==> config.mk <==
export PLATFORM = sky130hd
export DESIGN_NAME = ep_buf_done_ctrl
export DESIGN_NICKNAME = d
export VERILOG_FILES = /design/src/rtl/ep_buf_pkg.sv /design/src/rtl/ep_buf_geom.sv /design/src/rtl/ep_buf_out_track.sv /design/src/rtl/ep_buf_in_track.sv /design/src/rtl/ep_buf_done_ctrl.sv
export SDC_FILE = /design/constraint.sdc
export NUM_CORES = 1
export LEC_CHECK = 0
export ABC_AREA = 0
export CAP_MARGIN = 10
export CORE_UTILIZATION = 61
export CTS_CLUSTER_SIZE = 40
export DETAILED_ROUTE_END_ITERATION = 10
export PLACE_DENSITY = 0.95
export SLEW_MARGIN = 10
export SYNTH_ARGS = -nofsm -noshare
export SYNTH_HDL_FRONTEND = slang
export SYNTH_SLANG_ARGS = --single-unit
==> constraint.sdc <==
create_clock -name clk -period 9.2 [get_ports clk]
set_input_delay 1.84 -clock clk [delete_from_list [all_inputs] [get_ports clk]]
set_output_delay 1.84 -clock clk [all_outputs]
set_load 0.02 [all_outputs]
==> src/rtl/ep_buf_pkg.sv <==
package ep_buf_pkg;
   localparam logic [1:0] XFER_BULK = 2'b01;

   function automatic int unsigned mps_of(input logic [1:0] sel, input int unsigned base);
      return base << sel;
   endfunction
endpackage

==> src/rtl/ep_buf_geom.sv <==
module ep_buf_geom
   import ep_buf_pkg::*;
#(
   parameter int unsigned BLOCK_BYTES  = 64,
   parameter int unsigned TOTAL_BLOCKS = 48,
   parameter int unsigned NUM_W        = 6,
   parameter int unsigned SIZE_W       = 6,
   parameter int unsigned MPS_BASE     = 8,
   parameter int unsigned PKT_W        = 7,
   parameter int unsigned CNT_W        = 13,
   parameter int unsigned ADDR_W       = 12
)(
   input  logic [1:0]        xfer_type,
   input  logic              cont_req,
   input  logic [1:0]        mps_sel,
   input  logic [SIZE_W-1:0] buf_size,
   input  logic [NUM_W-1:0]  start_block,
   output logic              eff_cont,
   output logic [PKT_W-1:0]  mps,
   output logic [CNT_W-1:0]  fill_limit,
   output logic [ADDR_W-1:0] base_addr,
   output logic              cfg_err
);
   localparam int unsigned SUM_W     = (NUM_W > SIZE_W ? NUM_W : SIZE_W) + 1;
   localparam int unsigned LAST_BLK  = TOTAL_BLOCKS - 1;
   localparam int unsigned BLK_SHIFT = $clog2(BLOCK_BYTES);
   localparam bit          BLK_POW2  = (1 << BLK_SHIFT) == BLOCK_BYTES;

   logic [CNT_W-1:0] buf_bytes;
   logic [SUM_W-1:0] blk_end;

   assign eff_cont   = cont_req && (xfer_type == XFER_BULK);
   assign mps        = PKT_W'(mps_of(mps_sel, MPS_BASE));
   assign buf_bytes  = CNT_W'((CNT_W'(buf_size) + CNT_W'(1)) * CNT_W'(BLOCK_BYTES));
   assign fill_limit = eff_cont ? buf_bytes : CNT_W'(mps);
   assign blk_end    = SUM_W'(start_block) + SUM_W'(buf_size);
   assign cfg_err    = blk_end > SUM_W'(LAST_BLK);

   generate
      if (BLK_POW2) begin : g_shift_base
         assign base_addr = ADDR_W'(start_block) << BLK_SHIFT;
      end else begin : g_mul_base
         assign base_addr = ADDR_W'(ADDR_W'(start_block) * ADDR_W'(BLOCK_BYTES));
      end
   endgenerate
endmodule

==> src/rtl/ep_buf_out_track.sv <==
module ep_buf_out_track #(
   parameter int unsigned PKT_W  = 7,
   parameter int unsigned CNT_W  = 13,
   parameter int unsigned DMAC_W = 8
)(
   input  logic              clk,
   input  logic              rst_n,
   input  logic              en,
   input  logic              eff_cont,
   input  logic [PKT_W-1:0]  mps,
   input  logic [CNT_W-1:0]  fill_limit,
   input  logic              rx_valid,
   input  logic [PKT_W-1:0]  rx_bytes,
   input  logic              dma_en,
   input  logic [DMAC_W-1:0] dma_count,
   input  logic              rd_done,
   output logic              valid,
   output logic              done
);
   logic [CNT_W-1:0]  byte_cnt;
   logic [DMAC_W-1:0] pkt_cnt;
   logic [CNT_W-1:0]  byte_sum;
   logic [DMAC_W-1:0] pkt_next;
   logic              accept, is_short, hit_size, hit_dma, finish;

   assign accept   = en && rx_valid && !valid;
   assign byte_sum = byte_cnt + CNT_W'(rx_bytes);
   assign pkt_next = pkt_cnt + DMAC_W'(1);
   assign is_short = rx_bytes < mps;
   assign hit_size = byte_sum >= fill_limit;
   assign hit_dma  = dma_en && (pkt_next == dma_count);
   assign finish   = !eff_cont || is_short || hit_size || hit_dma;

   always_ff @(posedge clk or negedge rst_n) begin
      if (!rst_n) begin
         valid    <= 1'b0;
         done     <= 1'b0;
         byte_cnt <= '0;
         pkt_cnt  <= '0;
      end else begin
         done <= 1'b0;
         if (accept) begin
            if (finish) begin
               done     <= 1'b1;
               valid    <= 1'b1;
               byte_cnt <= '0;
               pkt_cnt  <= '0;
            end else begin
               byte_cnt <= byte_sum;
               pkt_cnt  <= pkt_next;
            end
         end else if (en && rd_done && valid) begin
            valid <= 1'b0;
         end
      end
   end
endmodule

==> src/rtl/ep_buf_in_track.sv <==
module ep_buf_in_track #(
   parameter int unsigned PKT_W = 7,
   parameter int unsigned CNT_W = 13
)(
   input  logic             clk,
   input  logic             rst_n,
   input  logic             en,
   input  logic             eff_cont,
   input  logic [PKT_W-1:0] mps,
   input  logic [CNT_W-1:0] fill_limit,
   input  logic             wr_strobe,
   input  logic             sw_set,
   input  logic             tx_valid,
   input  logic [PKT_W-1:0] tx_bytes,
   output logic             valid,
   output logic             done
);
   logic [CNT_W-1:0] wr_cnt;
   logic [CNT_W-1:0] tx_cnt;
   logic [CNT_W-1:0] wr_next;
   logic [CNT_W-1:0] tx_sum;
   logic             tx_finish;

   assign wr_next   = wr_cnt + CNT_W'(1);
   assign tx_sum    = tx_cnt + CNT_W'(tx_bytes);
   assign tx_finish = !eff_cont || (tx_bytes < mps) || (tx_sum >= fill_limit);

   always_ff @(posedge clk or negedge rst_n) begin
      if (!rst_n) begin
         valid  <= 1'b0;
         done   <= 1'b0;
         wr_cnt <= '0;
         tx_cnt <= '0;
      end else begin
         done <= 1'b0;
         if (en && !valid) begin
            if (sw_set) begin
               valid  <= 1'b1;
               wr_cnt <= '0;
            end else if (wr_strobe) begin
               if (wr_next >= fill_limit) begin
                  valid  <= 1'b1;
                  wr_cnt <= '0;
               end else begin
                  wr_cnt <= wr_next;
               end
            end
         end else if (en && valid && tx_valid) begin
            if (tx_finish) begin
               done   <= 1'b1;
               valid  <= 1'b0;
               tx_cnt <= '0;
            end else begin
               tx_cnt <= tx_sum;
            end
         end
      end
   end
endmodule

==> src/rtl/ep_buf_done_ctrl.sv <==
module ep_buf_done_ctrl #(
   parameter int unsigned BLOCK_BYTES  = 64,
   parameter int unsigned TOTAL_BLOCKS = 48,
   parameter int unsigned NUM_W        = 6,
   parameter int unsigned SIZE_W       = 6,
   parameter int unsigned MPS_BASE     = 8,
   parameter int unsigned DMAC_W       = 8,
   parameter int unsigned PKT_W        = $clog2((MPS_BASE << 3) + 1),
   parameter int unsigned ADDR_W       = $clog2(TOTAL_BLOCKS * BLOCK_BYTES)
)(
   input  logic              clk,
   input  logic              rst_n,
   input  logic              cfg_dir_in,
   input  logic [1:0]        cfg_xfer_type,
   input  logic              cfg_cont_mode,
   input  logic [1:0]        cfg_mps_sel,
   input  logic [SIZE_W-1:0] cfg_buf_size,
   input  logic [NUM_W-1:0]  cfg_start_block,
   input  logic              rx_pkt_valid,
   input  logic [PKT_W-1:0]  rx_pkt_bytes,
   input  logic              tx_pkt_valid,
   input  logic [PKT_W-1:0]  tx_pkt_bytes,
   input  logic              wr_strobe,
   input  logic              sw_valid_set,
   input  logic              rd_done,
   input  logic              dma_cnt_en,
   input  logic [DMAC_W-1:0] dma_txn_count,
   output logic              buf_valid,
   output logic              done_pulse,
   output logic [ADDR_W-1:0] base_addr,
   output logic              cfg_err
);
   localparam int unsigned CNT_W = $clog2(BLOCK_BYTES * (1 << SIZE_W)) + 1;

   generate
      if (TOTAL_BLOCKS > (1 << NUM_W)) begin : g_bad_blocks
         $error("TOTAL_BLOCKS does not fit the start block field");
      end
      if ((MPS_BASE << 3) > BLOCK_BYTES) begin : g_bad_mps
         $error("largest packet size exceeds one block");
      end
   endgenerate

   logic             eff_cont;
   logic [PKT_W-1:0] mps;
   logic [CNT_W-1:0] fill_limit;
   logic             out_valid, out_done, in_valid, in_done;

   ep_buf_geom #(
      .BLOCK_BYTES(BLOCK_BYTES), .TOTAL_BLOCKS(TOTAL_BLOCKS), .NUM_W(NUM_W),
      .SIZE_W(SIZE_W), .MPS_BASE(MPS_BASE), .PKT_W(PKT_W), .CNT_W(CNT_W),
      .ADDR_W(ADDR_W)
   ) u_geom (
      .xfer_type(cfg_xfer_type), .cont_req(cfg_cont_mode), .mps_sel(cfg_mps_sel),
      .buf_size(cfg_buf_size), .start_block(cfg_start_block), .eff_cont(eff_cont),
      .mps(mps), .fill_limit(fill_limit), .base_addr(base_addr), .cfg_err(cfg_err)
   );

   ep_buf_out_track #(.PKT_W(PKT_W), .CNT_W(CNT_W), .DMAC_W(DMAC_W)) u_out (
      .clk(clk), .rst_n(rst_n), .en(!cfg_dir_in), .eff_cont(eff_cont), .mps(mps),
      .fill_limit(fill_limit), .rx_valid(rx_pkt_valid), .rx_bytes(rx_pkt_bytes),
      .dma_en(dma_cnt_en), .dma_count(dma_txn_count), .rd_done(rd_done),
      .valid(out_valid), .done(out_done)
   );

   ep_buf_in_track #(.PKT_W(PKT_W), .CNT_W(CNT_W)) u_in (
      .clk(clk), .rst_n(rst_n), .en(cfg_dir_in), .eff_cont(eff_cont), .mps(mps),
      .fill_limit(fill_limit), .wr_strobe(wr_strobe), .sw_set(sw_valid_set),
      .tx_valid(tx_pkt_valid), .tx_bytes(tx_pkt_bytes),
      .valid(in_valid), .done(in_done)
   );

   assign buf_valid  = cfg_dir_in ? in_valid : out_valid;
   assign done_pulse = cfg_dir_in ? in_done  : out_done;
endmodule

==> impl_metrics.toml <==
[status]
status = "finished clean"

[worst_hold_path]
hold_class = "reg -> reg"
min_path_cells = 1
hp-start = "u_out.byte_cnt[12]"
holdPathEnd = "u_out.byte_cnt[12]"

[worst_setup_path]
cp-start-kind = "input pin"
path_common_cell = "clkdlybuf4s50_1"
r2r-start = "u_out.byte_cnt[0]"
crit_chain = "clkdlybuf4s50_1 -> ha_1 -> fa_1 -> a21o_1 -> a21oi_1 -> o21ai_0 -> a21boi_0 -> a2111o_1 -> clkdlybuf4s50_1"
worstRegToRegCells = 14
arrival_ns = 4.45
crit_slowest_cell = "clkdlybuf4s50_1"
critical_path_required_ns = 7.36
max_stage_delay_ns = 0.59
cp-end-kind = "output port"
r2r_end = "u_out.byte_cnt[11]"
rrSetupSlack_ns = 4.98
critPathMaxFanout = 5
critPathKind = "in -> out"

[cts]
cts_setup_buffers = 0
cts_num_sinks = 51
clk_pin_slew_worst_paths_ns = 0.11
root_buffer = "clkbuf_8"
htreeDepth = 2
cts_tree = "built"
hold_buffers = 0
cts_resized = 0
clk_latency_ns = 0.32
numCtsBuffers = 5
cts.path.max_buffers = 2

[yosys]
syn_avg_cell_area_um2 = 8.64
ys_seq_area_share_pct = 28.2
syn_area_mm2 = 0.00453
ys_async_sr_fraction_pct = 100
synth_top_area_share_pct = 28.2
yosys.area.top_type = "dfrtp_1"
yosysUniqueCellTypes = 58
netlist_instances = 524
synth.area.top_cells = "dfrtp_1, ha_1, xnor2_1, o21ai_0, nand2_1"
ys.flop_type = "dfrtp_1"
synth-edff-count = 0
yosysWarningCount = 0
ys_ff_latch = 51

[grt]
grt_pass1_wl_um = 18300
grt_start_max_net_pins = 52
antenna_found_initial = 0
grt_usage_pct = 30.2
grt_pass1_vias = 4216
overflow = 0

[timing]
drv_slew = 0
fin_crit_sh_pct = 68.4
fin_crit_ns = 6.29
fmax_mhz = 159
rsz0062_at_grt = "no"
slew_headroom_pct = 54.3
worstMarginPinSlew_ns = 0.686
clock-skew-final_ns = 0.0119
hold_viol_final = 0
finalSetupViolations = 0
tns_ns = 0
worst_slack_ns = 2.91

[routing]
dr_total_vias = 4237
ant_nets = 0
wire_per_inst_um = 16.5
drt_wl_total_um = 11100
first_iter_violations = 278
vias_per_cell = 6.32
drc_errors = 0
drtPass1Iterations = 5

[floorplan]
core_mm2 = 0.00721
dieWidth_um = 88.2
ioPinCount = 63
initial_utilization_pct = 62.8
die_h_um = 88.2
rows = 31
die_area_mm2 = 0.00777

[placement]
gp_congestion = 0.870
io_buffers = 56
hpwl_um = 8510
pre_cts_slack_ns = 2.92

[layout]
area_growth_pct = 14.9
drive_above_1_share_pct = 4.73
nets = 682
antenna_cells = 0

[pwr]
leakage_nw = 2.31
peakVddDrop_mv = 0.0697
p_total_w = 0.000570
p_per_area_mw_per_mm2 = 110

[run]
cap_violations = 0
final cells by class:
class                   count  area (um^2)
clock buffers               6         82.6
clock inverters             2         16.3
fillers                   538         2010
inverters                  18         67.6
multi-input cells         434         3050
flip-flops and latches     51         1280
well taps                  99          124
repair buffers             60          586
through the flow:
stage	cells	hold WS, ns	utilization (%)	instance area, um^2
floorplan	529	0.443	-	4550
global placement	661	0.460	70.7	5100
detailed placement	661	0.478	70.7	5100
CTS	669	0.495	72.0	5200
global route	670	0.512	72.1	5200
finish	670	0.497	72.1	5200
worst max-delay path: cells and delay by family:
kind                       cells  cell delay (ns)
AOI/OAI and AO/OA              5             0.89
adders and majority gates      2             0.63
buffers and inverters          2             1.08
placed cells by master (no fill, tap or decap), drive strengths merged, types with 3 or more instances in the layout:
cell type / instances
a2111oi: 4
a211oi: 4
a21o: 12
a21oi: 25
a22o: 9
a31oi: 4
and3: 4
buf: 5
clkbuf: 6
clkdlybuf4s50: 55
conb: 6
dfrtp: 51
fa: 3
ha: 61
inv: 18
mux2: 3
nand2: 55
nand2b: 15
nand3: 24
nand4: 11
nor2: 33
nor2b: 6
nor3: 8
o211ai: 6
o21a: 4
o21ai: 52
o31ai: 12
o41ai: 4
or2: 5
xnor2: 29
xor2: 11
where the power goes:
part           switching (W)  internal, W  total (W)
Combinational      0.0000993    0.0000778   0.000177
Clock              0.0000827    0.0000616   0.000144
Sequential         0.0000117     0.000237   0.000248
Total               0.000194     0.000376   0.000570
cells by family (layout without fill, tap and decap cells):
family	count (synthesis)	in the layout	share of synthesized area, %
simple gates	172	172	18.7
compound gates	147	147	21.1
fa+ha+maj	64	64	18.2
flops	51	51	28.2
buf+inv	44	86	4.84
xor+xnor	40	40	7.74
mux	5	5	1.19
other cells	1	6	0.0828
flip-flops by register name, indices dropped and copies added (netlist names):
register        cells
u_in.valid          1
u_in.done           1
u_in.wr_cnt        13
u_in.tx_cnt        13
u_out.pkt_cnt       8
u_out.done          1
u_out.byte_cnt     13
u_out.valid         1
Yosys cell counts, types with 12 or more instances:
| cell type | n |
|---|---|
| nand2b_1 | 15 |
| buf_4 | 14 |
| o21ai_0 | 49 |
| nand3_1 | 23 |
| a21oi_1 | 24 |
| o31ai_1 | 12 |
| nor2_1 | 32 |
| a21o_1 | 12 |
| dfrtp_1 | 51 |
| xnor2_1 | 29 |
| ha_1 | 61 |
| nand2_1 | 55 |
| inv_1 | 18 |
how the worst max path moves through the flow:
stage                                from      end  slack (ns)  cells after the start
after CTS                 cfg_buf_size[0]  cfg_err        2.92                      9
after global placement    cfg_buf_size[0]  cfg_err        3.03                      8
after floorplan           cfg_buf_size[0]  cfg_err        4.05                      6
after detailed placement  cfg_buf_size[0]  cfg_err        2.92                      9
final                     cfg_buf_size[0]  cfg_err        2.91                      9
after global routing      cfg_buf_size[0]  cfg_err        2.77                      9
layer usage:
metal	up-vias	part of all wire (%)	GRT usage, %
li1	1991	-	-
met1	2062	40	34.8
met2	155	52	55.0
met3	29	4.9	4.43
met4	0	2.6	14.1
met5	-	0	0
Note: power is estimated with default switching activity, not from simulation.
